$ cat src/rtl/prbs_ber_pkg.sv
package prbs_ber_pkg;

    // Pattern register geometry: x^15 + x^14 + 1
    localparam int LFSR_W = 15;
    localparam int TAP_HI = 14;
    localparam int TAP_LO = 13;

    typedef logic [LFSR_W-1:0] lfsr_t;

    localparam lfsr_t LFSR_SEED = '1;

    // Control register layout: bit 1 clear, bit 0 enable
    typedef struct packed {
        logic clear;
        logic enable;
    } ber_ctl_t;

    typedef enum logic {
        CHK_SEED  = 1'b0,
        CHK_TRACK = 1'b1
    } chk_state_e;

    function automatic logic lfsr_out(input lfsr_t s);
        return s[TAP_HI] ^ s[TAP_LO];
    endfunction

    function automatic lfsr_t lfsr_push(input lfsr_t s, input logic b);
        return {s[LFSR_W-2:0], b};
    endfunction

endpackage

$ cat src/rtl/prbs_gen.sv
module prbs_gen
    import prbs_ber_pkg::*;
(
    input  logic clk,
    input  logic rst,
    input  logic en,
    input  logic adv,
    output logic bit_o
);

    lfsr_t lfsr_q;

    always_ff @(posedge clk) begin
        if (rst || !en) begin
            lfsr_q <= LFSR_SEED;
        end else if (adv) begin
            lfsr_q <= lfsr_push(lfsr_q, lfsr_out(lfsr_q));
        end
    end

    always_comb begin
        bit_o = en ? lfsr_out(lfsr_q) : 1'b0;
    end


    gen_nonzero_chk: assert property (@(posedge clk) disable iff (rst)
        lfsr_q != '0);


    gen_hold_chk: assert property (@(posedge clk) disable iff (rst)
        (en && !adv) |=> $stable(lfsr_q));

endmodule

$ cat src/rtl/prbs_chk.sv
module prbs_chk
    import prbs_ber_pkg::*;
#(
    parameter int ARM_FRAMES = 2
) (
    input  logic clk,
    input  logic rst,
    input  logic en,
    input  logic adv,
    input  logic rx_bit,
    input  logic frame_pulse,
    output logic err_hit
);

    localparam int FW = $clog2(LFSR_W);
    localparam int AW = $clog2(ARM_FRAMES + 1);

    chk_state_e    state_q;
    lfsr_t         lfsr_q;
    logic [FW-1:0] fill_q;
    logic [AW-1:0] arm_q;
    logic          armed;
    logic          pred;
    lfsr_t         seed_next;

    always_comb begin
        pred      = lfsr_out(lfsr_q);
        seed_next = lfsr_push(lfsr_q, rx_bit);
        armed     = (arm_q == AW'(ARM_FRAMES));
        err_hit   = en && adv && (state_q == CHK_TRACK) && armed && (pred != rx_bit);
    end

    always_ff @(posedge clk) begin
        if (rst || !en) begin
            state_q <= CHK_SEED;
            lfsr_q  <= '0;
            fill_q  <= '0;
        end else if (adv) begin
            case (state_q)
                CHK_SEED: begin
                    lfsr_q <= seed_next;
                    if (fill_q == FW'(LFSR_W - 1)) begin
                        fill_q  <= '0;
                        state_q <= (seed_next == '0) ? CHK_SEED : CHK_TRACK;
                    end else begin
                        fill_q <= fill_q + 1'b1;
                    end
                end
                default: begin
                    lfsr_q <= lfsr_push(lfsr_q, pred);
                end
            endcase
        end
    end

    always_ff @(posedge clk) begin
        if (rst || !en) begin
            arm_q <= '0;
        end else if (frame_pulse && !armed) begin
            arm_q <= arm_q + 1'b1;
        end
    end


    chk_track_nonzero_chk: assert property (@(posedge clk) disable iff (rst)
        (state_q == CHK_TRACK) |-> (lfsr_q != '0));


    chk_arm_chk: assert property (@(posedge clk) disable iff (rst)
        $rose(armed) |-> $past(frame_pulse));

endmodule

$ cat src/rtl/ber_sat_counter.sv
module ber_sat_counter #(
    parameter int W = 16
) (
    input  logic         clk,
    input  logic         rst,
    input  logic         clr,
    input  logic         inc,
    output logic [W-1:0] cnt
);

    logic [W-1:0] cnt_q;
    logic         at_top;

    always_comb begin
        at_top = (cnt_q == '1);
        cnt    = cnt_q;
    end

    always_ff @(posedge clk) begin
        if (rst || clr) begin
            cnt_q <= '0;
        end else if (inc && !at_top) begin
            cnt_q <= cnt_q + 1'b1;
        end
    end


    sat_hold_chk: assert property (@(posedge clk) disable iff (rst)
        (cnt_q == '1 && !clr) |=> (cnt_q == '1));


    clr_zero_chk: assert property (@(posedge clk) disable iff (rst)
        clr |=> (cnt_q == '0));


    step_chk: assert property (@(posedge clk) disable iff (rst)
        !clr |=> (cnt_q == $past(cnt_q) || cnt_q == W'($past(cnt_q) + 1'b1)));

endmodule

$ cat src/rtl/prbs_ber_tester.sv
module prbs_ber_tester
    import prbs_ber_pkg::*;
#(
    parameter int CNT_W      = 16,
    parameter int ARM_FRAMES = 2
) (
    input  logic             clk,
    input  logic             rst,
    input  logic             ctl_we,
    input  logic [1:0]       ctl_wdata,
    input  logic             slot_valid,
    input  logic             frame_pulse,
    output logic             tx_bit,
    input  logic             rx_bit,
    output logic [CNT_W-1:0] err_count
);

    ber_ctl_t ctl_q;
    logic     hit;

    always_ff @(posedge clk) begin
        if (rst) begin
            ctl_q <= '0;
        end else if (ctl_we) begin
            ctl_q <= ber_ctl_t'(ctl_wdata);
        end
    end

    prbs_gen u_gen (
        .clk   (clk),
        .rst   (rst),
        .en    (ctl_q.enable),
        .adv   (slot_valid),
        .bit_o (tx_bit)
    );

    prbs_chk #(.ARM_FRAMES(ARM_FRAMES)) u_chk (
        .clk         (clk),
        .rst         (rst),
        .en          (ctl_q.enable),
        .adv         (slot_valid),
        .rx_bit      (rx_bit),
        .frame_pulse (frame_pulse),
        .err_hit     (hit)
    );

    ber_sat_counter #(.W(CNT_W)) u_cnt (
        .clk (clk),
        .rst (rst),
        .clr (ctl_q.clear),
        .inc (hit),
        .cnt (err_count)
    );


    hold_on_disable_chk: assert property (@(posedge clk) disable iff (rst)
        (!ctl_q.enable && !ctl_q.clear) |=> $stable(err_count));

endmodule

$ cat config.mk
export PLATFORM = sky130hd
export DESIGN_NAME = prbs_ber_tester
export DESIGN_NICKNAME = d
export VERILOG_FILES = /design/src/rtl/prbs_ber_pkg.sv /design/src/rtl/prbs_gen.sv /design/src/rtl/prbs_chk.sv /design/src/rtl/ber_sat_counter.sv /design/src/rtl/prbs_ber_tester.sv
export SDC_FILE = /design/constraint.sdc
export NUM_CORES = 1
export LEC_CHECK = 0
export ABC_AREA = 1
export BUFFER_PORTS_ARGS = -buffer_cell sky130_fd_sc_hd__buf_2
export CAP_MARGIN = 20
export CORE_ASPECT_RATIO = 2
export CORE_MARGIN = 2
export CORE_UTILIZATION = 45
export DETAILED_ROUTE_END_ITERATION = 6
export HOLD_SLACK_MARGIN = 0.12
export PLACE_DENSITY = 0.64
export SLEW_MARGIN = 10
export SYNTH_ARGS = -nofsm -noshare
export SYNTH_HDL_FRONTEND = slang
export SYNTH_HIERARCHICAL = 1
export SYNTH_SLANG_ARGS = --single-unit
$ cat constraint.sdc
create_clock -name clk -period 2 [get_ports clk]
set_input_delay 0.1 -clock clk [delete_from_list [all_inputs] [get_ports clk]]
set_output_delay 0.1 -clock clk [all_outputs]
set_load 0.01 [all_outputs]
; ---- After elaboration in Yosys (flattened, before gate mapping)
; Index checks and enable logic that the tools add are counted.
[classes]
eq_ne = 4
n_mux = 6
reduce_logical = 13
add_sub_neg = 3
bitwise = 3
[ops]
columns = cell, n
row1 = 16-bit by 1-bit adder with 16-bit output (second input constant), 1
row2 = 16-bit == test (second input constant), 1
row3 = 15-bit logical NOT, 1
row4 = 1-bit logical AND, 6
row5 = 1-bit two-way mux, 5
row6 = 4-bit by 1-bit adder with 4-bit output (second input constant), 1
row7 = 4-bit == test (second input constant), 1
row8 = 4-bit two-way mux, 1
row9 = 1-bit logical NOT, 3
row10 = 2-bit by 1-bit adder with 2-bit output (second input constant), 1
row11 = 2-bit == test (second input constant), 1
row12 = 1-bit logical OR, 2
row13 = 2-bit AND reduction, 1
row14 = 1-bit XOR, 2
row15 = 1-bit != test, 1
row16 = 1-bit NOT, 1
[word_totals]
inputBits = 8
elab_cells = 37
regBits = 55

; ---- Logic depth before layout (Yosys ltp)
[depth]
ltp_word = 5
mapped_depth = 11

; ---- Modules after synthesis
; The synthesis kept the hierarchy.
[modules_own_cells]
columns = mod, seq_area_each_um2, cells_each, area_each_um2, instances
row1 = prbs_chk, 440.4, 130, 972.2, 1
row2 = ber_sat_counter, 320.3, 144, 958.4, 1
row3 = prbs_gen, 300.3, 77, 666.9, 1
row4 = prbs_ber_tester, 40.0, 13, 81.3, 1

; ---- Worst setup path after synthesis
; No wires, ideal clock.
[synth_timing]
kind = flip-flop to flip-flop
from = register u_chk.lfsr_q[13]
to = register u_cnt.cnt_q[15] (netlist: u_cnt/cnt[15])
stages_incl_launch_ff = 11
period_less_slack_ns = 1.578
path_buffers = 0
t_arrival_ns = 1.463
slack_ns = 0.422
cell_sequence = dfxtp_1 xor2_1 xor2_1 nor2_1 inv_1 nor2_1 nand2_1 nor2_1 nand3_1 nand2_1 nor2_1
[synth_between]
elab_chain_len = 4
[synth_lines]
columns = item, line_no
row1 = start: declaration, prbs_chk.sv:19  ; lfsr_t lfsr_q;
row2 = start signal: assignment, prbs_chk.sv:41  ; lfsr_q <= seed_next;
row3 = start signal: assignment, prbs_chk.sv:50  ; lfsr_q <= lfsr_push(lfsr_q, pred);
row4 = 1-bit XOR, prbs_ber_pkg.sv:24  ; return s[TAP_HI] ^ s[TAP_LO];
row5 = 1-bit != test, prbs_chk.sv:30  ; err_hit = en && adv && (state_q == CHK_TRACK) && armed && (pred != rx_bit);
row6 = 1-bit logical AND, prbs_chk.sv:30
row7 = net hit, prbs_ber_tester.sv:19  ; logic hit;
row8 = 1-bit logical AND, ber_sat_counter.sv:22  ; end else if (inc && !at_top) begin
row9 = end signal: assignment, ber_sat_counter.sv:23  ; cnt_q <= cnt_q + 1'b1;
row10 = end: declaration, ber_sat_counter.sv:11  ; logic [W-1:0] cnt_q;
; The timed path passes the listed nets, and every way through them passes these cells.
; A chain may end at the register's enable or synchronous reset.

; ---- Worst setup path after layout
[layout_timing]
from = register u_chk.arm_q[0]
to = register u_cnt.cnt_q[10] (netlist: u_cnt/cnt[10])
[layout_between]
elab_chain_len = 4
[layout_lines]
columns = item, line_no
row1 = start: declaration, prbs_chk.sv:21  ; logic [AW-1:0] arm_q;
row2 = start signal: assignment, prbs_chk.sv:60  ; arm_q <= arm_q + 1'b1;
row3 = 2-bit == test, prbs_chk.sv:29  ; armed = (arm_q == AW'(ARM_FRAMES));
row4 = 1-bit logical AND (2 in series), prbs_chk.sv:30
row5 = net hit, prbs_ber_tester.sv:19
row6 = 1-bit logical AND, ber_sat_counter.sv:22
; The timed path passes the listed nets, and every way through them passes these cells.

==> impl_metrics.tcl <==
set metrics [dict create \
    netlist-cell-type-count 32 \
    wire_per_inst_um 11.87 \
    combinationalPowerShare 0.060 \
    setup.worst_path.class "flop to flop" \
    fp-row-count 39 \
    ys_seq_elements 55 \
    clkLatencyLatePin_ps 290 \
    vias 2291 \
    diodes 0 \
    slew_viol_final 0 \
    power_leakage_nw 1.236 \
    layout-drive-gt1-share 0.2132 \
    die_area_sq_um 6623 \
    cts.clk_slew.worst_paths_ps 70 \
    cp-end-kind "flop" \
    synthTopCellsByCount "101 x nand2_1, 58 x nor2_1, 55 x dfxtp_1" \
    timing.final.crit_share 0.8105 \
    switching_share 0.2258 \
    drtIter0Drc 116 \
    post_cts_resize_count 0 \
    syn_avg_cell_area_sq_um 7.359 \
    cts.path.max_buffers 2 \
    drt-pass1-iter-count 4 \
    grt_max_degree 20 \
    intPower_w 0.001651 \
    layout_min_cycle_time_ps 1621 \
    holdWs_ps 133.9 \
    netlist_area_sq_um 2679 \
    p_sw_w 0.0004815 \
    grt_remaining_overflow 0 \
    syn_to_final_growth_pct 11.96 \
    port_buffers 24 \
    antenna_found_initial 0 \
    cts_sinks 55 \
    critPathMaxFanout 4 \
    grt_pass1_wl_mm 9.232 \
    drc 0 \
    synth_nets 374 \
    die_x_um 58.56 \
    wl_mm 5.399 \
    rsz0062_at_grt "false" \
    yosysTopAreaCellShare 0.4110 \
    ys_seq_area_frac 0.4110 \
    synth_flop_cell "dfxtp_1" \
    fin_nets 403 \
    grt_pass1_vias 2146 \
    vias_per_cell 5.035 \
    final-setup-viol-count 0 \
    status "finished, final reports clean" \
    critPathLaunchType "flop" \
    cp_data_arrival_time_ps 1800 \
    syn_inst 364 \
    relSlewSlack 0.7902 \
    setup_tns_ps 0 \
    clock_skew_ps 4.993 \
    vdd_drop_max_v 0.0007597 \
    grtUsageTotal 0.1732 \
    yosys-top-cells-area "dfxtp_1 41%, nand2_1 14%, nor2_1 8.1%" \
    hold_violations 0 \
    start_util 0.4692 \
    io-pin-count 25 \
    maxCapViolCount 0 \
    p_seq_frac 0.523 \
    die_h_um 113.1 \
    coreArea_sq_um 5709 \
    power_density_nw_per_um2 710.9 \
    ant_nets 0 \
    synth_top_area_cell "dfxtp_1" \
    worst_pin_slew_ps 314.3 \
    hold_path.class "input pin to flop" \
    critPathRequiredTime_ps 2180 \
    dp.final_hpwl_mm 4.014 \
    cts_tree "yes" \
    fmax_ghz 0.6169 \
    async_flop_share 0 \
    numCtsBuffers 5 \
    gp_congestion 0.7877 \
    synth.most_common_cell "nand2_1" \
    h-tree-depth 2 \
    ys.warnings.count 6 \
    pwr-share-clk 0.418 \
    clockRootBuffer "clkbuf_16" \
    synth_edf_count 0 \
]
==> logic make-up after synthesis <==
group	Yosys count	synth area share
and+or+nand+nor	226	0.4124
DFF	55	0.4110
buffers and inverters	42	0.08454
AOI/OAI and AO/OA	35	0.06959
xor gates and xnor gates	4	0.01308
adders and majority gates	2	0.009340
==> per-stage QoR <==
stage / utilization / worst slack, ps / instance area (sq um) / power, W / instances
floorplan: - / 422.2 / 2679 / 0.001246 / 364
global placement: 0.4929 / 399.7 / 2814 / 0.001263 / 444
detailed placement: 0.4929 / 390.9 / 2814 / 0.001265 / 444
CTS: 0.5253 / 374.2 / 2999 / 0.002162 / 455
global route: 0.5253 / 184.3 / 2999 / 0.002212 / 455
finish: 0.5253 / 379.0 / 2999 / 0.002132 / 455
==> registers in the layout, indices dropped and copies added, names as in the netlist <==
| signal | cells |
|---|---|
| u_chk/fill_q | 4 |
| u_chk/arm_q | 2 |
| u_gen/lfsr_q | 15 |
| u_chk/lfsr_q | 15 |
| u_chk/state_q | 1 |
| ctl_q | 2 |
| u_cnt/cnt | 16 |
==> power groups by stage <==
stage               logic (W)  clock network [W]  registers, W
floorplan            0.000108                  0       0.00114
global placement     0.000123                  0       0.00114
detailed placement   0.000125                  0       0.00114
CTS                  0.000130           0.000918       0.00111
global route         0.000147           0.000950       0.00112
finish               0.000128           0.000890       0.00111
==> metal layers <==
metal  up-vias  global-route usage  share of wire
li1       1202                   -              -
met2        26              0.3333           0.57
met4         0             0.04186         0.0074
met5         -                   0              0
met3         2             0.02057          0.021
met1      1061              0.1912           0.41
==> worst paths after layout <==
path | start | to | slack (ps) | depth (start not counted)
setup / recovery | u_chk/arm_q[0] | u_cnt/cnt[10] | 380 | 10
hold / removal | rst | ctl_q[1] | 130 | 4
setup reg to reg | u_chk/arm_q[0] | u_cnt/cnt[10] | 380 | 10
hold reg to reg | u_gen/lfsr_q[11] | u_gen/lfsr_q[12] | 470 | 2
==> what timing repair did <==
action	CTS	global route
hold endpoints to repair	2	0
hold buffers	3	0
setup buffers	0	0
==> worst max-delay path, cell delays in order, from the launching register on <==
cell and delay [ps]:
dfxtp_1 300, inv_1 70, ha_1 190, nand4_1 130
nor2_1 160, buf_4 150, nand3_1 130, nor2_1 190
nand3_2 90, nand2_1 70, nor2_1 40
==> final cells by class <==
| type | count | area (sq um) |
|---|---|---|
| clock buffer | 6 | 138.9 |
| tap | 61 | 76.32 |
| sequential | 55 | 1101 |
| multi-input combinational | 267 | 1351 |
| fill | 570 | 2710 |
| timing repair buffer | 32 | 187.7 |
| inverter | 32 | 127.6 |
| clock inverter | 2 | 16.27 |
==> placed cells by master, fill, tap and decap left out <==
master,Yosys,final
a21oi_1,28,28
buf_2,3,24
buf_4,1,5
clkbuf_16,0,5
clkbuf_8,0,1
clkinv_1,1,1
clkinv_4,0,1
clkinvlp_4,0,1
dfxtp_1,55,55
dlygate4sd3_1,0,3
ha_1,2,2
inv_1,25,25
inv_2,4,4
inv_4,1,1
inv_6,1,1
nand2_1,101,101
nand2_2,14,14
nand2_4,1,1
nand3_1,20,20
nand3_2,12,12
nand3b_1,2,2
nand4_1,3,3
nand4_4,1,1
nor2_1,58,58
nor2_2,3,3
nor2_4,6,6
nor2_8,1,1
nor3_1,2,2
nor3_2,1,1
nor3b_1,1,1
o21ai_0,4,4
o21ai_1,1,1
o21ai_2,1,1
o22ai_2,1,1
xor2_1,4,4
Note: power is estimated with default switching activity, not from simulation.
